$ cat src/rtl/ea_gen_pkg.sv
package ea_gen_pkg;
  typedef enum logic [1:0] {
    SH_LSL = 2'b00,
    SH_LSR = 2'b01,
    SH_ASR = 2'b10,
    SH_ROR = 2'b11
  } shiftKind_e;

  typedef struct packed {
    logic selImm;
    logic narrowImm;
    logic subtract;
    logic addrFromSum;
    logic wbEn;
    logic badIndex;
  } eaStrobe_t;
endpackage

$ cat src/rtl/ea_gen_ctrl.sv
module ea_gen_ctrl
  import ea_gen_pkg::*;
#(
  parameter int REG_ID_W = 4
) (
  input  logic                ctlPre,
  input  logic                ctlUp,
  input  logic                ctlWb,
  input  logic                ctlImm,
  input  logic                immNarrow,
  input  logic [REG_ID_W-1:0] indexSel,
  output eaStrobe_t           strobe
);
  localparam logic [REG_ID_W-1:0] PC_ID = '1;

  logic illegal;

  always_comb begin
    illegal            = !ctlImm && (indexSel == PC_ID);
    strobe.selImm      = ctlImm;
    strobe.narrowImm   = immNarrow;
    strobe.subtract    = !ctlUp;
    strobe.addrFromSum = ctlPre;
    strobe.wbEn        = (!ctlPre || ctlWb) && !illegal;
    strobe.badIndex    = illegal;
  end

  // an illegal index never leaves writeback enabled
  always_comb begin
    if (strobe.badIndex) assert (!strobe.wbEn);
  end
endmodule

$ cat src/rtl/ea_gen_dp.sv
module ea_gen_dp
  import ea_gen_pkg::*;
#(
  parameter int ADDR_W   = 32,
  parameter int IMM_W    = 12,
  parameter int NARROW_W = 8,
  parameter int SHAMT_W  = $clog2(ADDR_W)
) (
  input  eaStrobe_t          strobe,
  input  logic [ADDR_W-1:0]  baseVal,
  input  logic [ADDR_W-1:0]  indexVal,
  input  logic [IMM_W-1:0]   immVal,
  input  logic [1:0]         shiftType,
  input  logic [SHAMT_W-1:0] shiftAmt,
  output logic [ADDR_W-1:0]  effAddr,
  output logic [ADDR_W-1:0]  wbValue
);
  logic [ADDR_W-1:0]   immWide;
  logic [ADDR_W-1:0]   immShort;
  logic [ADDR_W-1:0]   shifted;
  logic [2*ADDR_W-1:0] rotWide;
  logic [ADDR_W-1:0]   offset;
  logic [ADDR_W-1:0]   sum;

  assign immWide  = {{(ADDR_W-IMM_W){1'b0}}, immVal};
  assign immShort = {{(ADDR_W-NARROW_W){1'b0}}, immVal[NARROW_W-1:0]};
  assign rotWide  = {indexVal, indexVal} >> shiftAmt;

  always_comb begin
    unique case (shiftKind_e'(shiftType))
      SH_LSL:  shifted = indexVal << shiftAmt;
      SH_LSR:  shifted = indexVal >> shiftAmt;
      SH_ASR:  shifted = ADDR_W'($signed(indexVal) >>> shiftAmt);
      SH_ROR:  shifted = rotWide[ADDR_W-1:0];
      default: shifted = indexVal;
    endcase
  end

  always_comb begin
    if (strobe.selImm) offset = strobe.narrowImm ? immShort : immWide;
    else               offset = shifted;
    sum     = strobe.subtract ? baseVal - offset : baseVal + offset;
    wbValue = sum;
    effAddr = strobe.addrFromSum ? sum : baseVal;
  end
endmodule

$ cat src/rtl/ea_gen.sv
module ea_gen
  import ea_gen_pkg::*;
#(
  parameter int ADDR_W   = 32,
  parameter int IMM_W    = 12,
  parameter int NARROW_W = 8,
  parameter int REG_ID_W = 4,
  parameter bit OUT_REG  = 1'b1,
  localparam int SHAMT_W = $clog2(ADDR_W)
) (
  input  logic                clk,
  input  logic                rst_n,
  input  logic                ctlPre,
  input  logic                ctlUp,
  input  logic                ctlWb,
  input  logic                ctlImm,
  input  logic                immNarrow,
  input  logic [ADDR_W-1:0]   baseVal,
  input  logic [ADDR_W-1:0]   indexVal,
  input  logic [REG_ID_W-1:0] indexSel,
  input  logic [IMM_W-1:0]    immVal,
  input  logic [1:0]          shiftType,
  input  logic [SHAMT_W-1:0]  shiftAmt,
  output logic [ADDR_W-1:0]   effAddr,
  output logic [ADDR_W-1:0]   wbValue,
  output logic                wbEn,
  output logic                badIndex
);
  localparam logic [REG_ID_W-1:0] PC_ID = '1;

  eaStrobe_t         strobe;
  logic [ADDR_W-1:0] addrComb;
  logic [ADDR_W-1:0] wbComb;

  ea_gen_ctrl #(.REG_ID_W(REG_ID_W)) u_ctrl (
    .ctlPre(ctlPre), .ctlUp(ctlUp), .ctlWb(ctlWb), .ctlImm(ctlImm),
    .immNarrow(immNarrow), .indexSel(indexSel), .strobe(strobe)
  );

  ea_gen_dp #(.ADDR_W(ADDR_W), .IMM_W(IMM_W), .NARROW_W(NARROW_W)) u_dp (
    .strobe(strobe), .baseVal(baseVal), .indexVal(indexVal), .immVal(immVal),
    .shiftType(shiftType), .shiftAmt(shiftAmt),
    .effAddr(addrComb), .wbValue(wbComb)
  );

  generate
    if (OUT_REG) begin : g_reg
      always_ff @(posedge clk) begin
        if (!rst_n) begin
          effAddr  <= '0;
          wbValue  <= '0;
          wbEn     <= 1'b0;
          badIndex <= 1'b0;
        end else begin
          effAddr  <= addrComb;
          wbValue  <= wbComb;
          wbEn     <= strobe.wbEn;
          badIndex <= strobe.badIndex;
        end
      end

      p_post_addr_r4: assert property (@(posedge clk) disable iff (!rst_n)
        !$past(ctlPre) |-> effAddr == $past(baseVal));
      p_post_wb_r4: assert property (@(posedge clk) disable iff (!rst_n)
        $past(!ctlPre && (ctlImm || indexSel != PC_ID)) |-> wbEn);
      p_offset_nowb_r5: assert property (@(posedge clk) disable iff (!rst_n)
        $past(ctlPre && !ctlWb) |-> !wbEn);
      p_pre_wb_r6: assert property (@(posedge clk) disable iff (!rst_n)
        $past(ctlPre && ctlWb && (ctlImm || indexSel != PC_ID)) |-> (wbEn && wbValue == effAddr));
      p_bad_index_r8: assert property (@(posedge clk) disable iff (!rst_n)
        $past(!ctlImm && indexSel == PC_ID) |-> (badIndex && !wbEn));
      p_imm_legal_r8: assert property (@(posedge clk) disable iff (!rst_n)
        $past(ctlImm) |-> !badIndex);
    end else begin : g_comb
      always_comb begin
        effAddr  = addrComb;
        wbValue  = wbComb;
        wbEn     = strobe.wbEn;
        badIndex = strobe.badIndex;
      end
    end
  endgenerate
endmodule

$ cat config.mk
export PLATFORM = sky130hd
export DESIGN_NAME = ea_gen
export DESIGN_NICKNAME = d
export VERILOG_FILES = /design/src/rtl/ea_gen_pkg.sv /design/src/rtl/ea_gen_ctrl.sv /design/src/rtl/ea_gen_dp.sv /design/src/rtl/ea_gen.sv
export SDC_FILE = /design/constraint.sdc
export NUM_CORES = 1
export LEC_CHECK = 0
export BUFFER_PORTS_ARGS = -buffer_cell sky130_fd_sc_hd__buf_4
export CORE_MARGIN = 10
export CORE_UTILIZATION = 64
export DETAILED_ROUTE_END_ITERATION = 7
export PLACE_DENSITY_LB_ADDON = 0.2
export SLEW_MARGIN = 5
export SYNTH_ARGS = -nofsm -noshare
export SYNTH_HDL_FRONTEND = slang
export SYNTH_HIERARCHICAL = 1
export SYNTH_SLANG_ARGS = --single-unit
$ cat constraint.sdc
create_clock -name clk -period 17.7 [get_ports clk]
set_input_delay 1.77 -clock clk [delete_from_list [all_inputs] [get_ports clk]]
set_output_delay 1.77 -clock clk [all_outputs]
set_load 0.02 [all_outputs]
Word-level counts from Yosys, hierarchy flattened

Cells that the tools add are included.

Reductions and logical operators: 7
Mux-type cells: 5
Equal/unequal tests: 4
Shift-type cells: 4
Add/subtract/negate cells: 2

Operators by type and width:

| kind               | number |
|---|---|
| $pmux 32 s4        | 1 |
| $mux 32            | 3 |
| $shr 64x5->32      | 1 |
| $add 32x32->32     | 1 |
| $shl 32x5->32      | 1 |
| $shr 32x5->32      | 1 |
| $sshr 32x5->32     | 1 |
| $sub 32x32->32     | 1 |
| $mux 12            | 1 |
| $eq 2x2->1 const B | 2 |
| $eq 4x4->1 const B | 1 |
| $logic_not 1->1    | 3 |
| $eq 2x1->1 const B | 1 |
| $logic_and 1x1->1  | 2 |
| $logic_not 2->1    | 1 |
| $logic_or 1x1->1   | 1 |

Flip-flop bits (word level): 66
Input bits: 94

Depth between registers and ports, before layout

Gate-level depths: netlist of the first run.

Word-level depth: 6
Depth in mapped cells: 28
Depth with buffers taken out: 24

Hierarchy

Netlist of the first run, hierarchy kept.

Modules (own cells, without submodules):

| module      | times used | cells each | area an instance (µm²) |
|---|---|---|---|
| ea_gen_dp   | 1          | 998        | 7895.1 |
| ea_gen      | 1          | 139        | 1800.5 |
| ea_gen_ctrl | 1          | 10         | 80.1 |

Worst setup path before layout of the first run

Ideal clock, no wire load.

Path type: input to register
Start: input port shiftAmt[1]
End: register effAddr[28]
Arrival time: 6.811 ns
Setup slack: 10.775 ns
Stages on the path: 28
Path buffers: 4
Data required time: 17.585 ns
Library setup time: 0.115 ns
Path through: buf_6 > buf_6 > buf_6 > buf_6 > nor3_1 > mux2_2 > a31oi_1 > nand3_1 > o21ai_1 > nand4_2 > nor3_1 > nand3_1 > nor3_2 > a21oi_1 > xor2_1 > ha_1 > a21oi_1 > nand2_1 > a21oi_1 > nor2b_1 > o21ai_0 > nand2b_1 > a221oi_1 > nor2b_1 > o31a_1 > or3_1 > a31o_2 > and2_1

Word-level cells in the longest chain between the ends: 6
Elaborated cells between the ends (all ways): 10
Classes of those cells: add/sub (2); shift (4); mux (4)

Ends and longest elaborated chain:

| element                                          | RTL line        | source |
|---|---|---|
| from (decl)                                      | ea_gen.sv:23    | `input logic [SHAMT_W-1:0] shiftAmt,` |
| $shr 64x5->32 (tied with other cells)            | ea_gen_dp.sv:27 | `assign rotWide = {indexVal, indexVal} >> shiftAmt;` |
| $pmux 32 s4 (*)                                  | ea_gen_dp.sv:30 | `unique case (shiftKind_e'(shiftType))` |
| $mux 32 (*)                                      | ea_gen_dp.sv:40 | `if (strobe.selImm) offset = strobe.narrowImm ? immShort : immWide;` |
| $sub 32x32->32 or $add 32x32->32 (tied branches) | ea_gen_dp.sv:42 | `sum = strobe.subtract ? baseVal - offset : baseVal + offset;` |
| $mux 32 (*)                                      | ea_gen_dp.sv:42 |  |
| $mux 32 (*)                                      | ea_gen_dp.sv:44 | `effAddr = strobe.addrFromSum ? sum : baseVal;` |
| net addrComb[28]                                 | ea_gen.sv:32    | `logic [ADDR_W-1:0] addrComb;` |
| to (signal assigned)                             | ea_gen.sv:55    | `effAddr <= addrComb;` |
| to (decl)                                        | ea_gen.sv:24    | `output logic [ADDR_W-1:0] effAddr,` |

Mark *: on every way through the listed nets, which the timed path passes. The rest lies on a longest branch.
A chain may end at the register's enable or synchronous reset.

Worst setup path in the final report of the first run

Ends and elaborated chain as after synthesis.

==> run summary, run 1 <==
* power density normalized to cell area: 79.2 nW/um2
* pin count of the biggest net entering global routing: 79
* floorplan die width: 144 um
* capturing element type of the critical path: register
* number of nets in the layout: 1356
* leakage power total: 4.54 nW
* critical-path cell with the highest stage delay: sky130_fd_sc_hd__buf_4
* final period demand of the worst path: 8860 ps
* GRT Overall Usage: 38.7%
* vertical extent of the die: 144 um
* max_cap viols: 0
* Initial Util: 64.8%
* Top FF cell, synth: sky130_fd_sc_hd__dfxtp_1
* startpoint type of the worst setup path: input port
* Fin. Hold Viols: 0
* warnings from Yosys: 6
* worst hold-check path type: in -> reg
* sequential fraction of design power: 21.9%
* synthesized area: 9780 um2
* Setup Slack @ Placement: 8740 ps
* sum of overflow across all layers after global routing: 0
* Row Count: 45
* final slew viol count: 0
* total of flip-flops plus latches after synthesis: 66
* number of primary I/O pins: 160
* CTS-repair resized insts: 0
* design area: 11000 um2
* number of nets produced by synthesis: 1274
* family with the most delay on the worst path: simple AND/OR/NAND/NOR gates
* share of the yosys chip area belonging to registers: 13.5%
* CP Data Required Time: 17930 ps
* clock buffer depth: 2
* number of violations reported at the end of detailed-routing iteration 0: 1733
* ratio of cells with drive above 1 in the final layout: 27.4%
* clock tree from TritonCTS: built
* final cell count without fillers: 1422
* antenna violations before repair: 0
* clock sinks: 66
* number of port buffers: 159
* number of buffers created by CTS: 9
* detailed-route vias per instance: 7.61
* Critical path buffers and inverters: 2
* share of power burned in the clock network: 19.0%
* antenna cells: 0
* placeable core region: 15100 um2
* remaining antenna violation count: 0
* switching part of the total power: 43.6%
* cell-internal power: 0.000490 W
* WP data arrival: 9090 ps
* number of library cell types mapped by synthesis: 97
* DP HPWL: 29900 um
* number of standard cells after synthesis: 1147
* number of synthesized flops with an enable pin: 0
* vias in the first global route: 10600
* Clock Tree Root: sky130_fd_sc_hd__clkbuf_16
* total placed instance area: 10700 um2
* total negative setup slack: 0 ps
* final WL: 40900 um
* unrepaired setup endpoints after global routing: false
* highest clock frequency the design can meet: 113 MHz
* setup repair bufs after CTS: 0
* multi-input gate area in the final layout: 7780 um2
* clock-pin slew reported for the worst setup and hold paths after clock tree synthesis: 60 ps
* highest net fanout along the worst path: 59
* maximum ir drop on the vdd rail: 49.6 uV
* first-pass GRT wire length: 62300 um
* post-route setup slack: 8840 ps
* power spent charging and discharging nets: 0.000379 W
* share of the clock period used by the worst path: 50.1%
* violated checks: DRC
* Placed Cells incl. Taps: 1406
* Setup violations, final: 0
* detailed-router iteration count before antenna repair: 8
* Async S/R FF share, synth: 0%
* class of the most critical setup path: in -> reg
* # H-tree levels: 3
* outcome: complete, but fails checks
* number of buffers inserted by hold repair at cts: 0
* Die ar.: 20600 um2
* Worst Tran Pin Value: 1140 ps
* DRC Markers: 1
* combinational fraction of design power: 59.1%
* layout overhead on the synthesized area: 12.2%
* hold slack: 1780 ps
* average wire per standard cell: 28.8 um
* Synth Area per Inst: 8.52 um2
* worst slew margin relative to its limit: 23.3%
* total area of sequential cells: 1320 um2
* vias: 10800
* most frequent cell on the critical path: sky130_fd_sc_hd__a21oi_1
* maximum cell stage delay along the critical path: 770 ps
* count of filler cells inserted in the layout: 1028
* routability cong.: 1.11
-- registers in the layout, indices dropped and copies added (netlist names) --
name and flops:
effAddr 32, wbEn 1, wbValue 32, badIndex 1
-- cell type report --
class | instances | area share [%]
clock buffer | 12 | 2.25
clock inverter | 4 | 0.251
timing repair buffer | 168 | 11.5
tap | 188 | 2.14
multi-input combinational | 957 | 70.9
inverter | 27 | 0.924
sequential | 66 | 12.0
-- cell families after synthesis --
logic type	after synthesis	share of synthesized area (%)
flops	66	13.5
xor+xnor	58	5.27
simple gates	390	21.1
mux	168	26.1
compound gates	308	22.8
buf+inv	124	6.91
fa+ha+maj	33	4.30
-- power by group through the flow --
stage	Clock [W]	Combinational (W)	Sequential, W
after floorplan	0	0.000291	0.000231
after global placement	0	0.000466	0.000190
after detailed placement	0	0.000486	0.000193
after CTS	0.000166	0.000495	0.000190
after global routing	0.000172	0.000538	0.000193
final	0.000165	0.000514	0.000190
-- path summary, 6_finish.rpt --
path,from,end,slack (ps),cells after the start
max,shiftAmt[1],effAddr[28],8840,26
min,baseVal[30],effAddr[30],1780,3
-- layer usage --
metal / part of all wire [%] / track usage [%]
met2: 44 / 61.0
met5: 0 / 0
met4: 8.8 / 27.6
met1: 34 / 45.4
met3: 13 / 9.04
-- per-stage QoR --
| stage | util (%) | total power [W] |
|---|---|---|
| global route | 72.7 | 0.000903 |
| CTS | 72.7 | 0.000851 |
| global placement | 70.9 | 0.000657 |
| detailed placement | 70.9 | 0.000679 |
| finish | 72.7 | 0.000869 |
| floorplan | - | 0.000522 |
-- synth_stat cells, drive strengths merged, types with 4 or more instances --
master	instances	area share [%]
mux2i	51	5.4
xor2	28	2.5
ha	32	4.1
a22oi	11	0.90
nand3	24	1.2
inv	25	0.96
mux4	60	14
a2bb2oi	4	0.42
o22ai	8	0.58
a311oi	8	0.72
nor3b	5	0.50
nor4	5	0.32
o221ai	9	0.81
mux2	57	6.6
a211oi	10	0.77
a311o	4	0.41
dfxtp	66	14
nor3	24	1.4
o21bai	4	0.31
a21oi	73	3.7
a31oi	17	1.2
nor2b	15	0.96
o21ai	49	2.5
nand4	9	0.79
o32ai	8	0.87
nor2	92	3.5
o311ai	4	0.36
and2	84	5.4
a211o	4	0.36
or3	7	0.45
nand2	81	3.1
o21a	10	0.77
a32oi	4	0.59
nand2b	14	0.90
xnor2	30	2.8
buf	54	4.2
a221oi	9	1.0
clkbuf	43	1.7
o2111ai	5	0.45
a21o	15	1.2
or2	8	0.51
o211ai	15	1.3
and3	14	0.91
o31ai	6	0.46
-- tightest hold or removal path: stages --
cell	delay [ps]
sky130_fd_sc_hd__buf_4	90
sky130_fd_sc_hd__mux2_2	120
sky130_fd_sc_hd__and2_1	100
-- layout by cell type (no fill, tap or decap), types with 32 or more instances in the layout --
cell type | netlist | final
sky130_fd_sc_hd__buf_4 | 12 | 168
sky130_fd_sc_hd__nor2_1 | 92 | 92
sky130_fd_sc_hd__and2_1 | 84 | 84
sky130_fd_sc_hd__nand2_1 | 80 | 80
sky130_fd_sc_hd__a21oi_1 | 73 | 73
sky130_fd_sc_hd__dfxtp_1 | 66 | 66
sky130_fd_sc_hd__mux2_2 | 55 | 55
sky130_fd_sc_hd__mux4_2 | 54 | 54
sky130_fd_sc_hd__mux2i_1 | 48 | 48
sky130_fd_sc_hd__o21ai_0 | 45 | 45
sky130_fd_sc_hd__ha_1 | 32 | 32
Note: power is estimated with default switching activity, not from simulation.
==> run 2, diff against run 1 <==
--- a/config.mk
+++ b/config.mk
@@ -7,7 +7,7 @@
 export LEC_CHECK = 0
 export BUFFER_PORTS_ARGS = -buffer_cell sky130_fd_sc_hd__buf_4
 export CORE_MARGIN = 10
-export CORE_UTILIZATION = 64
+export CORE_UTILIZATION = 59
 export DETAILED_ROUTE_END_ITERATION = 7
 export PLACE_DENSITY_LB_ADDON = 0.2
 export SLEW_MARGIN = 5
==> constraint.sdc (replaced) <==
create_clock -name clk -period 8.44 [get_ports clk]
set_input_delay 0.844 -clock clk [delete_from_list [all_inputs] [get_ports clk]]
set_output_delay 0.844 -clock clk [all_outputs]
set_load 0.02 [all_outputs]
==> run summary, run 2 (same netlist as run 1, synthesis figures left out) <==
* outcome: complete, no violations
* maximum ir drop on the vdd rail: 167 uV, +240%
* remaining antenna violation count: 0, unchanged
* detailed-route vias per instance: 7.15, -6.1%
* # H-tree levels: 3, unchanged
* first-pass GRT wire length: 59800 um, -4.1%
* number of nets in the layout: 1364, +0.59%
* met2 WL: 18100 um, +0.24%
* final WL: 39500 um, -3.5%
* CTS-repair resized insts: 0, unchanged
* final slew viol count: 0, unchanged
* Met1 Wirelength: 14500 um, +3.5%
* vias: 10400, -3.4%
* number of buffers created by CTS: 9, unchanged
* Die ar.: 22100 um2, +7.3%
* leakage power total: 4.63 nW, +2.1%
* placeable core region: 16400 um2, +8.7%
* Worst Tran Pin Value: 983 ps, -157 ps
* sum of overflow across all layers after global routing: 0, unchanged
* routability cong.: 1.08, -3.4%
* GRT Overall Usage: 34.1%, -4.5 points
* highest net fanout along the worst path: 65, +10%
* clock sinks: 66, unchanged
* setup repair bufs after CTS: 0, unchanged
* capturing element type of the critical path: register
* WP data arrival: 7610 ps, -1480 ps
* DP HPWL: 29200 um, -2.3%
* class of the most critical setup path: in -> reg
* Setup violations, final: 0, unchanged
* number of violations reported at the end of detailed-routing iteration 0: 1250, -28%
* number of buffers inserted by hold repair at cts: 0, unchanged
* largest registers: effAddr x32, wbValue x32
* Clock Tree Root: sky130_fd_sc_hd__clkbuf_16
* antenna violations before repair: 0, unchanged
* Initial Util: 59.6%, -5.2 points
* clock tree from TritonCTS: built
* ratio of cells with drive above 1 in the final layout: 27.9%, +0.55 points
* detailed-router iteration count before antenna repair: 6, -2
* DRC Markers: 0, -1
* average wire per standard cell: 27.0 um, -6.2%
* Placed Cells incl. Taps: 1446, +2.8%
* floorplan die width: 149 um, +3.6%
* pin count of the biggest net entering global routing: 79, unchanged
* end of the worst hold path: effAddr[30]
* final cell count without fillers: 1462, +2.8%
* worst slew margin relative to its limit: 34.4%, +11 points
* Row Count: 47, +4.4%
* Fin. Hold Viols: 0, unchanged
* hold path depth: 3, unchanged
* clock buffer depth: 2, unchanged
* CP Data Required Time: 8670 ps, -9260 ps
* uppermost layer routed: met4
* vias in the first global route: 10200, -3.7%
* antenna cells: 0, unchanged
* max_cap viols: 0, unchanged
* clock-pin slew reported for the worst setup and hold paths after clock tree synthesis: 60 ps, about the same
* Met3 Routed Length: 4410 um, -16%
* vertical extent of the die: 149 um, +3.6%
* number of primary I/O pins: 160, unchanged
* share of the clock period used by the worst path: 87.5%
* number of port buffers: 159, unchanged
* HP Start: baseVal[30]
* highest clock frequency the design can meet: 135 MHz
* unrepaired setup endpoints after global routing: false
* startpoint type of the worst setup path: input port
* most used cells in the layout excluding fill and tap cells: sky130_fd_sc_hd__buf_4 (175), sky130_fd_sc_hd__nor2_1 (92), sky130_fd_sc_hd__and2_1 (84)
* layout overhead on the synthesized area: 14.3%
* total negative setup slack: 0 ps, unchanged
* hold slack: 857 ps, -922 ps
* worst hold-check path type: in -> reg
* final period demand of the worst path: 7380 ps
* leading cell type in the layout, fill and taps excluded: sky130_fd_sc_hd__buf_4
* power density normalized to cell area: 171 nW/um2, +120%
[run 2: critical path, cell delays in order]
cell                        delay, ps
sky130_fd_sc_hd__buf_4            620
sky130_fd_sc_hd__inv_2            390
sky130_fd_sc_hd__mux2_2           360
sky130_fd_sc_hd__a2bb2o_1         290
sky130_fd_sc_hd__a2111oi_0        770
sky130_fd_sc_hd__o21ai_1          320
sky130_fd_sc_hd__nand4_2          180
sky130_fd_sc_hd__inv_1             70
sky130_fd_sc_hd__a21oi_1          180
sky130_fd_sc_hd__xnor2_1          160
sky130_fd_sc_hd__ha_1             310
sky130_fd_sc_hd__a211o_1          310
sky130_fd_sc_hd__o31ai_1          480
sky130_fd_sc_hd__a311oi_1         260
sky130_fd_sc_hd__a221o_1          480
sky130_fd_sc_hd__a221oi_1         390
sky130_fd_sc_hd__nor2b_1          110
sky130_fd_sc_hd__o31a_1           270
sky130_fd_sc_hd__or3_1            330
sky130_fd_sc_hd__a31o_2           250
sky130_fd_sc_hd__and2_1           150
[run 2: area by class of cell]
class,count,area [um2]
Clock buffer,10,229
Clock inverter,6,138
Fill cell,1268,5230
Inverter,27,101
Multi-Input combinational cell,957,7780
Sequential cell,66,1320
Tap cell,220,275
Timing Repair Buffer,176,1330
[run 2: where the power goes]
part	switching (W)	total (W)	internal [W]
clock	0.000144	0.000464	0.000320
sequential	0.0000181	0.000395	0.000377
combinational	0.000608	0.00105	0.000446
[run 2: worst max path at each step]
stage	slack, ps	endpoint	startpoint
6_report	1060	effAddr[28]	shiftAmt[0]
4_1_cts	1250	effAddr[28]	shiftAmt[0]
3_3_place_gp	1110	effAddr[28]	shiftAmt[0]
2_1_floorplan	2440	effAddr[28]	shiftAmt[1]
5_1_grt	600	effAddr[28]	shiftAmt[1]
3_5_place_dp	1050	effAddr[28]	shiftAmt[0]
[run 2: metal layers]
| layer | vias up | global-route usage [%] |
|---|---|---|
| met5 | - | 0 |
| met4 | 0 | 20.4 |
| met3 | 177 | 7.50 |
| met2 | 809 | 54.6 |
| met1 | 4940 | 41.2 |
| li1 | 4520 | - |
[run 2: stage by stage]
stage	instance area, um2	util (%)	power (W)	setup WS, ps
finish	11200	68.1	0.00191	1060
global route	11200	68.1	0.00199	599
CTS	11200	68.1	0.00189	1250
detailed placement	10800	65.9	0.00141	1050
global placement	10800	65.9	0.00139	1110
floorplan	9780	-	0.00109	2440
